File: config.mk
export PLATFORM = sky130hd
export DESIGN_NAME = lic_ctrl
export DESIGN_NICKNAME = d
export VERILOG_FILES = /design/src/rtl/lic_pkg.sv /design/src/rtl/lic_sync.sv /design/src/rtl/lic_bank.sv /design/src/rtl/lic_prio.sv /design/src/rtl/lic_ctrl.sv
export SDC_FILE = /design/constraint.sdc
export NUM_CORES = 1
export LEC_CHECK = 0
export BUFFER_PORTS_ARGS = -buffer_cell sky130_fd_sc_hd__buf_4
export CAP_MARGIN = 10
export CORE_MARGIN = 2
export CORE_UTILIZATION = 40
export CTS_BUF_LIST = sky130_fd_sc_hd__clkbuf_16
export DETAILED_ROUTE_END_ITERATION = 7
export REMOVE_ABC_BUFFERS = 1
export SLEW_MARGIN = 20
export SYNTH_ARGS = -nofsm -noshare
export SYNTH_HDL_FRONTEND = slang
export SYNTH_SLANG_ARGS = --single-unit
export TNS_END_PERCENT = 100
File: constraint.sdc
create_clock -name clk -period 2.1 [get_ports clk]
set_input_delay 0.105 -clock clk [delete_from_list [all_inputs] [get_ports clk]]
set_output_delay 0.105 -clock clk [all_outputs]
set_load 0.02 [all_outputs]
File: src/rtl/lic_pkg.sv
package lic_pkg;

  localparam int LIC_WORD = 32;

  // register select inside a bank (address bits [3:2])
  typedef enum logic [1:0] {
    REG_EVENT  = 2'd0,
    REG_ENABLE = 2'd1,
    REG_ACK    = 2'd2,
    REG_LEVEL  = 2'd3
  } lic_reg_e;

  // slot number (address bits above the register field) of bank b
  function automatic int bank_slot(input int num_banks, input int b);
    return num_banks - b;
  endfunction

endpackage

File: src/rtl/lic_sync.sv
module lic_sync #(
  parameter int WIDTH  = 64,
  parameter int STAGES = 2
) (
  input  logic             clk,
  input  logic             rst,
  input  logic [WIDTH-1:0] d_async,
  output logic [WIDTH-1:0] d_sync
);

  logic [WIDTH-1:0] stg [STAGES];

  always_ff @(posedge clk) begin
    if (rst) begin
      for (int i = 0; i < STAGES; i++) stg[i] <= '0;
    end else begin
      stg[0] <= d_async;
      for (int i = 1; i < STAGES; i++) stg[i] <= stg[i-1];
    end
  end

  assign d_sync = stg[STAGES-1];

endmodule

File: src/rtl/lic_bank.sv
module lic_bank #(
  parameter int                 LINES    = 32,
  parameter logic [LINES-1:0]   LVL_MASK = '0
) (
  input  logic             clk,
  input  logic             rst,
  input  logic [LINES-1:0] line_sync,
  input  logic             en_we,
  input  logic             ack_we,
  input  logic [LINES-1:0] wdata,
  output logic [LINES-1:0] event_q,
  output logic [LINES-1:0] enable_q,
  output logic [LINES-1:0] pending
);

  localparam logic [LINES-1:0] EDGE_LINES = ~LVL_MASK;

  logic [LINES-1:0] prev_q;
  logic [LINES-1:0] rise;
  logic [LINES-1:0] ack_bits;
  logic [LINES-1:0] event_d;

  always_ff @(posedge clk) begin
    if (rst) prev_q <= '0;
    else     prev_q <= line_sync;
  end

  always_ff @(posedge clk) begin
    if (rst)        enable_q <= '0;
    else if (en_we) enable_q <= wdata;
  end

  // a new edge is ORed in after the clear, so it survives a same-cycle ack
  always_comb begin
    rise     = line_sync & ~prev_q;
    ack_bits = ack_we ? wdata : '0;
    event_d  = ((event_q & ~ack_bits) | (rise & enable_q)) & EDGE_LINES;
  end

  always_ff @(posedge clk) begin
    if (rst) event_q <= '0;
    else     event_q <= event_d;
  end

  assign pending = (event_q | (line_sync & LVL_MASK)) & enable_q;

endmodule

File: src/rtl/lic_prio.sv
module lic_prio #(
  parameter int N     = 64,
  parameter int IDX_W = $clog2(N)
) (
  input  logic [N-1:0]     req,
  output logic             found,
  output logic [IDX_W-1:0] idx
);

  // scan upward: the last hit is the highest line, so upper banks win
  always_comb begin
    found = 1'b0;
    idx   = '0;
    for (int i = 0; i < N; i++) begin
      if (req[i]) begin
        found = 1'b1;
        idx   = IDX_W'(i);
      end
    end
  end

endmodule

File: src/rtl/lic_ctrl.sv
module lic_ctrl
  import lic_pkg::*;
#(
  parameter int                         NUM_BANKS   = 2,
  parameter int                         SYNC_STAGES = 2,
  parameter logic [NUM_BANKS*32-1:0]    LEVEL_MASK  = 64'h0000_0000_3FF0_0000,
  localparam int                        LINES       = NUM_BANKS * LIC_WORD,
  localparam int                        ADDR_W      = $clog2((NUM_BANKS + 1) * 16),
  localparam int                        VEC_W       = $clog2(LINES)
) (
  input  logic              clk,
  input  logic              rst,
  input  logic [LINES-1:0]  irq_in,
  input  logic              bus_wr,
  input  logic              bus_rd,
  input  logic [ADDR_W-1:0] bus_addr,
  input  logic [31:0]       bus_wdata,
  output logic [31:0]       bus_rdata,
  output logic              bus_rvalid,
  output logic              irq_out,
  output logic              vec_valid,
  output logic [VEC_W-1:0]  vec_num
);

  localparam int SLOT_W = ADDR_W - 4;

  logic [LINES-1:0] line_sync;
  logic [LINES-1:0] ev_all;
  logic [LINES-1:0] en_all;
  logic [LINES-1:0] pend_all;
  logic [NUM_BANKS-1:0] bank_hit;
  logic [SLOT_W-1:0] slot;
  lic_reg_e          rsel;
  logic [31:0]       rd_word;
  logic              pr_found;
  logic [VEC_W-1:0]  pr_idx;

  assign slot = bus_addr[ADDR_W-1:4];
  assign rsel = lic_reg_e'(bus_addr[3:2]);

  lic_sync #(.WIDTH(LINES), .STAGES(SYNC_STAGES)) u_sync (
    .clk     (clk),
    .rst     (rst),
    .d_async (irq_in),
    .d_sync  (line_sync)
  );

  for (genvar b = 0; b < NUM_BANKS; b++) begin : g_bank
    localparam int SLOT = bank_slot(NUM_BANKS, b);
    assign bank_hit[b] = (int'(slot) == SLOT);

    lic_bank #(.LINES(LIC_WORD), .LVL_MASK(LEVEL_MASK[b*LIC_WORD +: LIC_WORD])) u_bank (
      .clk       (clk),
      .rst       (rst),
      .line_sync (line_sync[b*LIC_WORD +: LIC_WORD]),
      .en_we     (bus_wr && bank_hit[b] && (rsel == REG_ENABLE)),
      .ack_we    (bus_wr && bank_hit[b] && (rsel == REG_ACK)),
      .wdata     (bus_wdata),
      .event_q   (ev_all[b*LIC_WORD +: LIC_WORD]),
      .enable_q  (en_all[b*LIC_WORD +: LIC_WORD]),
      .pending   (pend_all[b*LIC_WORD +: LIC_WORD])
    );
  end

  // read mux: unmapped slots and the acknowledge register give zero
  always_comb begin
    rd_word = '0;
    for (int b = 0; b < NUM_BANKS; b++) begin
      if (bank_hit[b]) begin
        unique case (rsel)
          REG_EVENT:  rd_word = ev_all[b*LIC_WORD +: LIC_WORD];
          REG_ENABLE: rd_word = en_all[b*LIC_WORD +: LIC_WORD];
          REG_ACK:    rd_word = '0;
          REG_LEVEL:  rd_word = line_sync[b*LIC_WORD +: LIC_WORD];
        endcase
      end
    end
  end

  always_ff @(posedge clk) begin
    if (rst) begin
      bus_rvalid <= 1'b0;
      bus_rdata  <= '0;
    end else begin
      bus_rvalid <= bus_rd;
      bus_rdata  <= bus_rd ? rd_word : '0;
    end
  end

  lic_prio #(.N(LINES), .IDX_W(VEC_W)) u_prio (
    .req   (pend_all),
    .found (pr_found),
    .idx   (pr_idx)
  );

  always_ff @(posedge clk) begin
    if (rst) begin
      irq_out   <= 1'b0;
      vec_valid <= 1'b0;
      vec_num   <= '0;
    end else begin
      irq_out   <= |pend_all;
      vec_valid <= pr_found;
      vec_num   <= pr_idx;
    end
  end

endmodule

=== After elaboration in Yosys (flattened, before gate mapping) ===
Memories as Yosys holds them, arrays and structs flattened.
Index checks and enable logic that the tools add are counted.
W data, S select, Z words.

* Equality and inequality tests: 5
* Mux-type cells: 138
* Bitwise logic cells: 18
* Reductions and logical operators: 9

{| class="wikitable"
|+ Operators with widths
! kind !! count
|-
| $and A32 B32 Y32 || 8
|-
| $pmux W32 S4 || 2
|-
| $mux W6 || 32
|-
| $mux W32 || 4
|-
| $mux W64 || 2
|-
| $not A32 Y32 || 4
|-
| $mux W5 || 16
|-
| $mux W1 || 68
|-
| $or A32 B32 Y32 || 2
|-
| $reduce_or A64 Y1 || 1
|-
| $mux W4 || 8
|-
| $or A32 B30 Y32 || 1
|-
| $mux W3 || 4
|-
| $eq A2 B2 Y1 const B || 4
|-
| $logic_and A1 B1 Y1 || 6
|-
| $mux W2 || 2
|-
| $eq A2 B1 Y1 const B || 1
|-
| $logic_not A2 Y1 || 1
|-
| $or A1 B1 Y1 || 2
|-
| $reduce_or A2 Y1 || 1
|-
| $not A1 Y1 || 1
|}

* Flip-flop bits (word level): 233
* Memory bits (writable): 128
* Logic and storage cells: 183
* Memories: 1

{| class="wikitable"
|+ Memories
! name !! words !! width !! rd ports !! clocked after memory_dff !! wr ports !! line !! text
|-
| u_sync.stg || 2 || 64 || 2 || 0 || 2 || lic_sync.sv:11 || <nowiki>logic [WIDTH-1:0] stg [STAGES];</nowiki>
|}

=== Depth between registers and ports, before layout ===
Gate-level depths: netlist of run 1.
An unclocked memory read counts as a cell.

* Word-level depth: 67
* Gate-level depth with buffers: 7

=== Hierarchy ===
Synthesis of run 1 repeated with hierarchy kept, for this count alone.

* Cell total of the unflattened synthesis: 1406
* Area, all modules: 14512.7 um^2

{| class="wikitable"
|+ Modules (own cells, without submodules)
! module !! times used !! cells an instance !! area an instance (um^2)
|-
| lic_sync || 1 || 334 || 3945.0
|-
| lic_bank (g_bank[1].u_bank) || 1 || 338 || 3567.2
|-
| lic_ctrl || 1 || 305 || 3175.5
|-
| lic_bank (g_bank[0].u_bank) || 1 || 286 || 2997.9
|-
| lic_prio || 1 || 143 || 827.0
|}

=== Worst setup path before layout of run 1 ===
Ideal clock, no wire load.

* Kind: reg2reg
* From: register g_bank[1].u_bank.event_q[14]
* To: register vec_num[4]
* Arrival: 1.602 ns
* Setup slack: 0.422 ns
* Stages on the path, launching flop included: 7
* Buffers on the path: 0
* Period minus slack after synthesis: 1.678 ns
* Cell sequence: dfxtp_1 a22o_4 nor2b_4 nand4_2 or3_4 or2_1 a41oi_2

* Longest elaborated chain between the ends: 19

{| class="wikitable"
|+ Ends and longest elaborated chain
! item !! line !! text
|-
| start, declared || lic_bank.sv:11 || <nowiki>output logic [LINES-1:0] event_q,</nowiki>
|-
| start signal, assigned || lic_bank.sv:42 || <nowiki>else event_q <= event_d;</nowiki>
|-
| $and A32 B32 Y32 || lic_bank.sv:45 || <nowiki>assign pending = (event_q | (line_sync & LVL_MASK)) & enable_q;</nowiki>
|-
| $mux W6 (18 in series) || lic_prio.sv:15 || <nowiki>if (req[i]) begin</nowiki>
|-
| end signal, assigned || lic_ctrl.sv:104 || <nowiki>vec_num <= pr_idx;</nowiki>
|-
| end, declared || lic_ctrl.sv:22 || <nowiki>output logic [VEC_W-1:0] vec_num</nowiki>
|}

No other way between the ends.
A chain may end at the register's enable or synchronous reset.

=== Worst setup path in the final report of run 1 ===
* From: register g_bank[1].u_bank.enable_q[12]
* To: register vec_valid

* Longest elaborated chain between the ends: 21

{| class="wikitable"
|+ Ends and longest elaborated chain
! item !! line !! text
|-
| start, declared || lic_bank.sv:12 || <nowiki>output logic [LINES-1:0] enable_q,</nowiki>
|-
| start signal, assigned || lic_bank.sv:30 || <nowiki>else if (en_we) enable_q <= wdata;</nowiki>
|-
| $and A32 B32 Y32 || lic_bank.sv:45 ||
|-
| $mux W1 (20 in series) || lic_prio.sv:15 ||
|-
| end signal, assigned || lic_ctrl.sv:103 || <nowiki>vec_valid <= pr_found;</nowiki>
|-
| end, declared || lic_ctrl.sv:21 || <nowiki>output logic vec_valid,</nowiki>
|}

No other way between the ends.

==> results of run 1 <==
## power breakdown
part / switching, uW / leakage (uW) / internal (uW)
Combinational: 419 / 0.00312 / 449
Sequential: 82.9 / 0.00278 / 6640
Clock: 2430 / 0.000594 / 3530
Total: 2930 / 0.00649 / 10600
## cell type report
| type | instances | area [um^2] | share of cell area |
|---|---|---|---|
| Antenna cell | 1 | 2.502 | 0.0001512 |
| Clock buffer | 37 | 925.9 | 0.05594 |
| Clock inverter | 24 | 176.4 | 0.01066 |
| Inverter | 35 | 131.4 | 0.007938 |
| Multi-Input combinational cell | 955 | 5608 | 0.3388 |
| Sequential cell | 341 | 6827 | 0.4125 |
| Tap cell | 402 | 503.0 | 0.03039 |
| Timing Repair Buffer | 274 | 2377 | 0.1436 |
## logic make-up after synthesis
logic type | after synthesis | synth area share
muxes | 64 | 0.05506
buffers and inverters | 116 | 0.03424
and+or+nand+nor | 607 | 0.2294
DFF | 341 | 0.5307
AOI/OAI and AO/OA | 284 | 0.1506
## worst min-delay path, cell delays in order
cell     delay [ns]
buf_4          0.11
nor2b_2        0.13
buf_4          0.24
## state kept, by name, indices dropped and copies added (netlist names)
name,count
bus_rdata,32
bus_rvalid,1
g_bank.u_bank.enable_q,64
g_bank.u_bank.event_q,54
g_bank.u_bank.prev_q,54
irq_out,1
u_sync.stg,128
vec_num,6
vec_valid,1
## routing by layer
metal	vias up	GRT usage	share of wire
li1	5268	-	-
met1	5013	0.2776	0.46
met2	315	0.3420	0.46
met3	64	0.03495	0.057
met4	0	0.07040	0.026
met5	-	0	0
## synthesized netlist by cell type (all sizes together) (33+ instances only)
library cell,count,area share
inv,35,0.010
mux2,54,0.047
dfxtp,341,0.53
and2,33,0.016
a32oi,40,0.027
clkbuf,69,0.020
nand2,255,0.074
o22ai,34,0.017
nor2b,188,0.092
nor2,91,0.027
a21oi,98,0.038
a22oi,71,0.043
## final timing paths
check	to	cells after the start	slack (ns)
worst min register to register	u_sync.stg[0][73]	1	0.43
worst max-delay path	vec_valid	6	0.18
worst min-delay path	bus_rvalid	3	0.20
worst max register to register	vec_valid	6	0.18
## per-stage QoR
step           TNS [ns]  hold slack [ns]
2_1_floorplan    -15.37           0.1683
5_1_grt               0           0.2149
3_5_place_dp          0           0.3194
3_3_place_gp          0           0.3164
4_1_cts               0           0.1929
6_report              0           0.1960
## timing repair
action | 4_1_cts | 5_1_grt
resized for setup | 0 | 0
hold endpoints to repair | 190 | 0
hold buffers | 100 | 0
## layout by cell type (no fill, tap or decap), types with 10 or more instances in the layout
cell type,n
nand3_1,16
and2_1,33
inv_1,48
clkbuf_16,37
a32oi_1,40
buf_4,168
dlygate4sd3_1,100
nor2b_1,186
a21oi_1,98
nor2_1,89
dfxtp_1,341
mux2i_1,10
o22ai_1,34
nand2_1,255
a22oi_1,70
mux2_2,54
==> reports/qor.txt, run 1 <==
Unrepaired setup endpoints after global routing: false
Die Area: 33,610 um^2
Slew HR: 0.4711
CTS tree: done
First-pass GRT wire length: 55,260 um
Fin crit share: 0.9130
Worst setup margin: 0.1828 ns
Gr usage total: 0.2080
Synth Register Bits: 341
Maximum VDD drop: 485.9 uV
Post-layout min period: 1.917 ns
H-tree Lvls: 2
Drt via density: 5.152
CTS clk-pin slew, worst paths: 0.06 ns
Placed cells: 1,907
Pleak: 0.006493 uW
Maxcap violations: 0
Final wirelength: 35,360 um
Layout Cells excl Fill: 2,069
Initial core utilization: 0.4066
Core Area: 31,640 um^2
Placer Congestion: 0.8188
Clk buf depth: 3
Std cell rows: 65
Cell with the largest stage delay on the worst path: or3_4
Critical path class: flip-flop to flip-flop
Fraction of layout cells with a size suffix above 1: 0.1705
Worst EP arrival: 2.28 ns
Initial antenna violation count: 1
Max FO, Critical Path: 5
Post-Place Worst Slack: 0.2170 ns
DR WL/cell: 17.09 um
Layout area overhead: 28.68%
Prevailing post-synth register cell: dfxtp_1
Largest net degree at the start of global routing: 103
Layout Utilization: 0.5232
Clk Latency, worst-skew pair: 0.51 ns
Final #Nets: 1,749
CP Buf/Inv Count: 0
Number of enable flip-flop cells after synthesis: 0
Initial DRC count: 807
Max Freq: 521.6 MHz
Final Skew: 0.009473 ns
Mapped Cells: 1,412
Slew @ Worst Pin: 0.7934 ns
Sequential fraction of the synthesis area: 0.5307
Num ports: 147
First-pass detailed-route iteration total: 5
Vias post-DR: 10.66k
Pwr/cell area: 818.7 nW/um^2
Synth warn: 0
Final ANT Viol Nets: 0
Synth Area per Inst: 9.109 um^2
Status: finished clean
Clock root cell: clkbuf_16
Filler instances: 2,874
CP startpoint: g_bank[1].u_bank.enable_q[12]
Final hold violation count: 0
# Post-CTS Setup Buffers: 0
Startpoint Class: flip-flop
Worst min path class: input port to flip-flop
Pwr Total: 13,550 uW
Post-Syn Area: 12,860 um^2
Max-slew violations: 0
Post-route DRC: 0
Die Wd: 183.3 um
CP required: 2.46 ns
Reg-to-reg startpoint: g_bank[1].u_bank.enable_q[12]
Area post-placement: 14,450 um^2
Critical Path End Type: flip-flop
Cell Chain, Critical Path: a22oi_1 -> nor2b_4 -> nand4_2 -> or3_4 -> nor4_2 -> a31oi_1
Die Height: 183.3 um
Detailed-placement wirelength estimate: 23,090 um
Vias in the first global route: 10.25k
Grt ovf: 0
Final setup vio count: 0
CTS Buf Count: 36
CP delay by family, top: simple AND/OR/NAND/NOR gates
PortBufs: 144
Netlist cell types: 50
Hold Crit Start: bus_rd
Asr flop ratio synth: 0
Critical path's largest stage delay: 0.42 ns
TritonCTS Sinks: 341
Finished Cell Area: 16,550 um^2
Power figures use the tool's default switching activity.
==> run 2, diff against run 1 <==
- ABC_AREA: not set -> 1
- SLEW_MARGIN: 20 -> not set
==> run 2 against run 1 <==
  * The run now ends with setup timing left
  * Clock-buffer cell count did not move
  * Setup slack got worse by 1.9 ns
  * Worst hold slack worse by 0.13 ns
  * Critical path depth up 58
  * Synthesized cell count is 22% higher
  * Sequential share of layout area decreased by 1.5 points
  * Clock power rose by 3%
  * Non-clock buffer count rose by 77
  * Clock skew shrank 0.0018 ns
  * Critical path type unchanged
  * Largest cell class unchanged
==> reports/qor.txt, run 2 <==
Post-route DRC: 0
Commonest non-fill, non-tap cells in the layout: nand2_1 (398), nor2_1 (365), dfxtp_1 (332)
Antenna diode count: 0
Biggest regs: u_sync.stg: 128 flops, g_bank.u_bank.enable_q: 64 flops
Layout Cells excl Fill: 2,458
Most numerous cell in the Yosys netlist: nand2_1
Largest net degree at the start of global routing: 131
Area leader, netlist: dfxtp_1
First-pass GRT wire length: 54,010 um
Reg-to-reg startpoint: g_bank[0].u_bank.event_q[1]
Startpoint Class: flip-flop
Initial core utilization: 0.4056
Sequential fraction of the synthesis area: 0.5334
H-tree Lvls: 2
Std cell rows: 65
Worst setup margin: -1.675 ns
Clk buf depth: 3
Maximum VDD drop: 519.3 uV
Final #Nets: 2,138
Final hold violation count: 0
Critical path class: flip-flop to flip-flop
First-pass detailed-route iteration total: 7
Max Freq: 264.9 MHz
Synth cell count leaders: nand2_1 (401), nor2_1 (368), dfxtp_1 (341)
Synth Area per Inst: 7.427 um^2
Core Area: 31,560 um^2
Detailed-placement wirelength estimate: 21,470 um
Gr usage total: 0.2002
CP required: 2.48 ns
R2r setup slk: -1.68 ns
Vias in the first global route: 10.84k
Synth Register Bits: 341
Fin crit share: 1.798
Instance count on the critical path: 64
Worst Setup EP: vec_num[0]
Pleak: 0.008130 uW
PortBufs: 144
Asr flop ratio synth: 0
Netlist cell types: 20
Critical Path End Type: flip-flop
Max FO, Critical Path: 2
Clk Latency, worst-skew pair: 0.50 ns
Drt via density: 4.642
CTS clk-pin slew, worst paths: 0.06 ns
Number of enable flip-flop cells after synthesis: 0
Initial antenna violation count: 0
TritonCTS Sinks: 341
Final wirelength: 33,350 um
Critical path's largest stage delay: 0.32 ns
Synth warn: 0
Die Area: 33,440 um^2
Top-area cell type share of the netlist area: 0.5334
Slew HR: 0.6086
Worst path most repeated cell: nand2_1
Cell with the largest stage delay on the worst path: dfxtp_2
CTS tree: done
DR WL/cell: 13.57 um
Initial DRC count: 678
Final setup vio count: 2
Maxcap violations: 0
Prevailing post-synth register cell: dfxtp_1
Post-Syn Area: 12,800 um^2
Final ANT Viol Nets: 0
CP delay by family, top: simple AND/OR/NAND/NOR gates
Worst min path class: input port to flip-flop
R2R Path End: vec_num[0]
Fraction of layout cells with a size suffix above 1: 0.1639
Pwr/cell area: 801.9 nW/um^2
Grt ovf: 0
Biggest register: u_sync.stg
Status: finished, violations left
Clock root cell: clkbuf_16
Post-layout min period: 3.775 ns
Slew @ Worst Pin: 0.5870 ns
# Post-CTS Setup Buffers: 0
Max-slew violations: 0
Unrepaired setup endpoints after global routing: true
Mapped Cells: 1,723
Pwr Total: 13,790 uW
Filler instances: 2,961
Most common cell after layout, fill and taps aside: nand2_1
Failing checks: setup timing
Final Skew: 0.007705 ns
Placed cells: 2,296
Die Height: 182.9 um
Placer Congestion: 0.8312
Layout area overhead: 34.36%
CTS Buf Count: 36
Cells on worst reg2reg path: 64
Max reg flops: 128
Vias post-DR: 11.41k
Worst EP arrival: 4.16 ns
CP startpoint: g_bank[0].u_bank.event_q[1]
Die Wd: 182.9 um
Dominant cells by area after synthesis: dfxtp_1 (53%), nand2_1 (12%), nor2_1 (11%)
CP Buf/Inv Count: 1
Num ports: 147
[run 2: changes by cell type after synthesis, moves of 33 or more]
cell      change
nor2_1      +277
inv_1       +188
nor2b_1     -187
nand2_1     +146
a22oi_1      -70
o21ai_0      +68
a211oi_1     +62
mux2_2       -54
a32oi_1      -40
o22ai_1      -34
and2_1       -33
[run 2: layout make-up]
type | instances | area (um^2) | area share
clock buffer | 37 | 925.9 | 0.05385
sequential | 341 | 6838 | 0.3977
tap | 402 | 503.0 | 0.02925
inverter | 224 | 842.1 | 0.04897
multi-input combinational | 1078 | 4885 | 0.2841
clock inverter | 25 | 203.9 | 0.01186
timing repair buffer | 351 | 2997 | 0.1743
[run 2: report_power, final]
group | total [uW] | switching [uW] | internal, uW
clock network | 6130 | 2470 | 3660
logic | 941 | 513 | 428
registers | 6720 | 67.8 | 6650
[run 2: worst min path at each step]
| stage | startpoint | to | slack, ns | cells past startpoint |
|---|---|---|---|---|
| 6_report | bus_addr[5] | bus_rdata[21] | 0.07 | 5 |
| 5_1_grt | bus_addr[2] | bus_rdata[26] | 0.11 | 5 |
| 4_1_cts | bus_addr[5] | bus_rdata[21] | 0.06 | 5 |
| 3_5_place_dp | irq_in[0] | u_sync.stg[0][0] | 0.31 | 3 |
| 3_3_place_gp | irq_in[38] | u_sync.stg[0][38] | 0.30 | 3 |
| 2_1_floorplan | rst | vec_num[0] | 0.17 | 1 |
[run 2: worst min-delay path, stage by stage]
cell,delay [ns]
buf_4,0.11
inv_1,0.07
nor2_2,0.07
nand2_1,0.07
a21oi_1,0.08
[run 2: per-stage QoR]
stage	hold WS, ns	setup WS [ns]	utilization	TNS [ns]	instance area [um^2]
after floorplan	0.1674	-3.937	-	-275.54	12500
after global placement	0.3046	-1.674	0.4761	-2.338	15020
after detailed placement	0.3115	-1.694	0.4761	-2.363	15020
after CTS	0.05507	-1.700	0.5441	-2.330	17170
after global routing	0.1094	-2.337	0.5449	-3.215	17190
final	0.06755	-1.675	0.5449	-2.205	17190
[run 2: cell families (layout without fill, tap and decap cells)]
kind of cell	after synthesis	in the layout	share of synthesized area
DFF	341	341	0.5334
buffers and inverters	304	637	0.08917
AOI/OAI and AO/OA	271	271	0.1268
and+or+nand+nor	807	807	0.2506
[run 2: layer usage]
layer / vias to the layer above / GRT usage / share of wire / wire length (um)
met1: 5187 / 0.2656 / 0.47 / 15770
met3: 50 / 0.02343 / 0.037 / 1229
li1: 5954 / - / - / -
met4: 0 / 0.06016 / 0.022 / 745
met2: 219 / 0.3431 / 0.47 / 15600
met5: - / 0 / 0 / 0
[run 2: repair_timing]
item	4_1_cts	5_1_grt
hold buffers	100	0
hold endpoints to repair	147	0
gates resized for setup	8	8
endpoints found under the setup margin	2	3
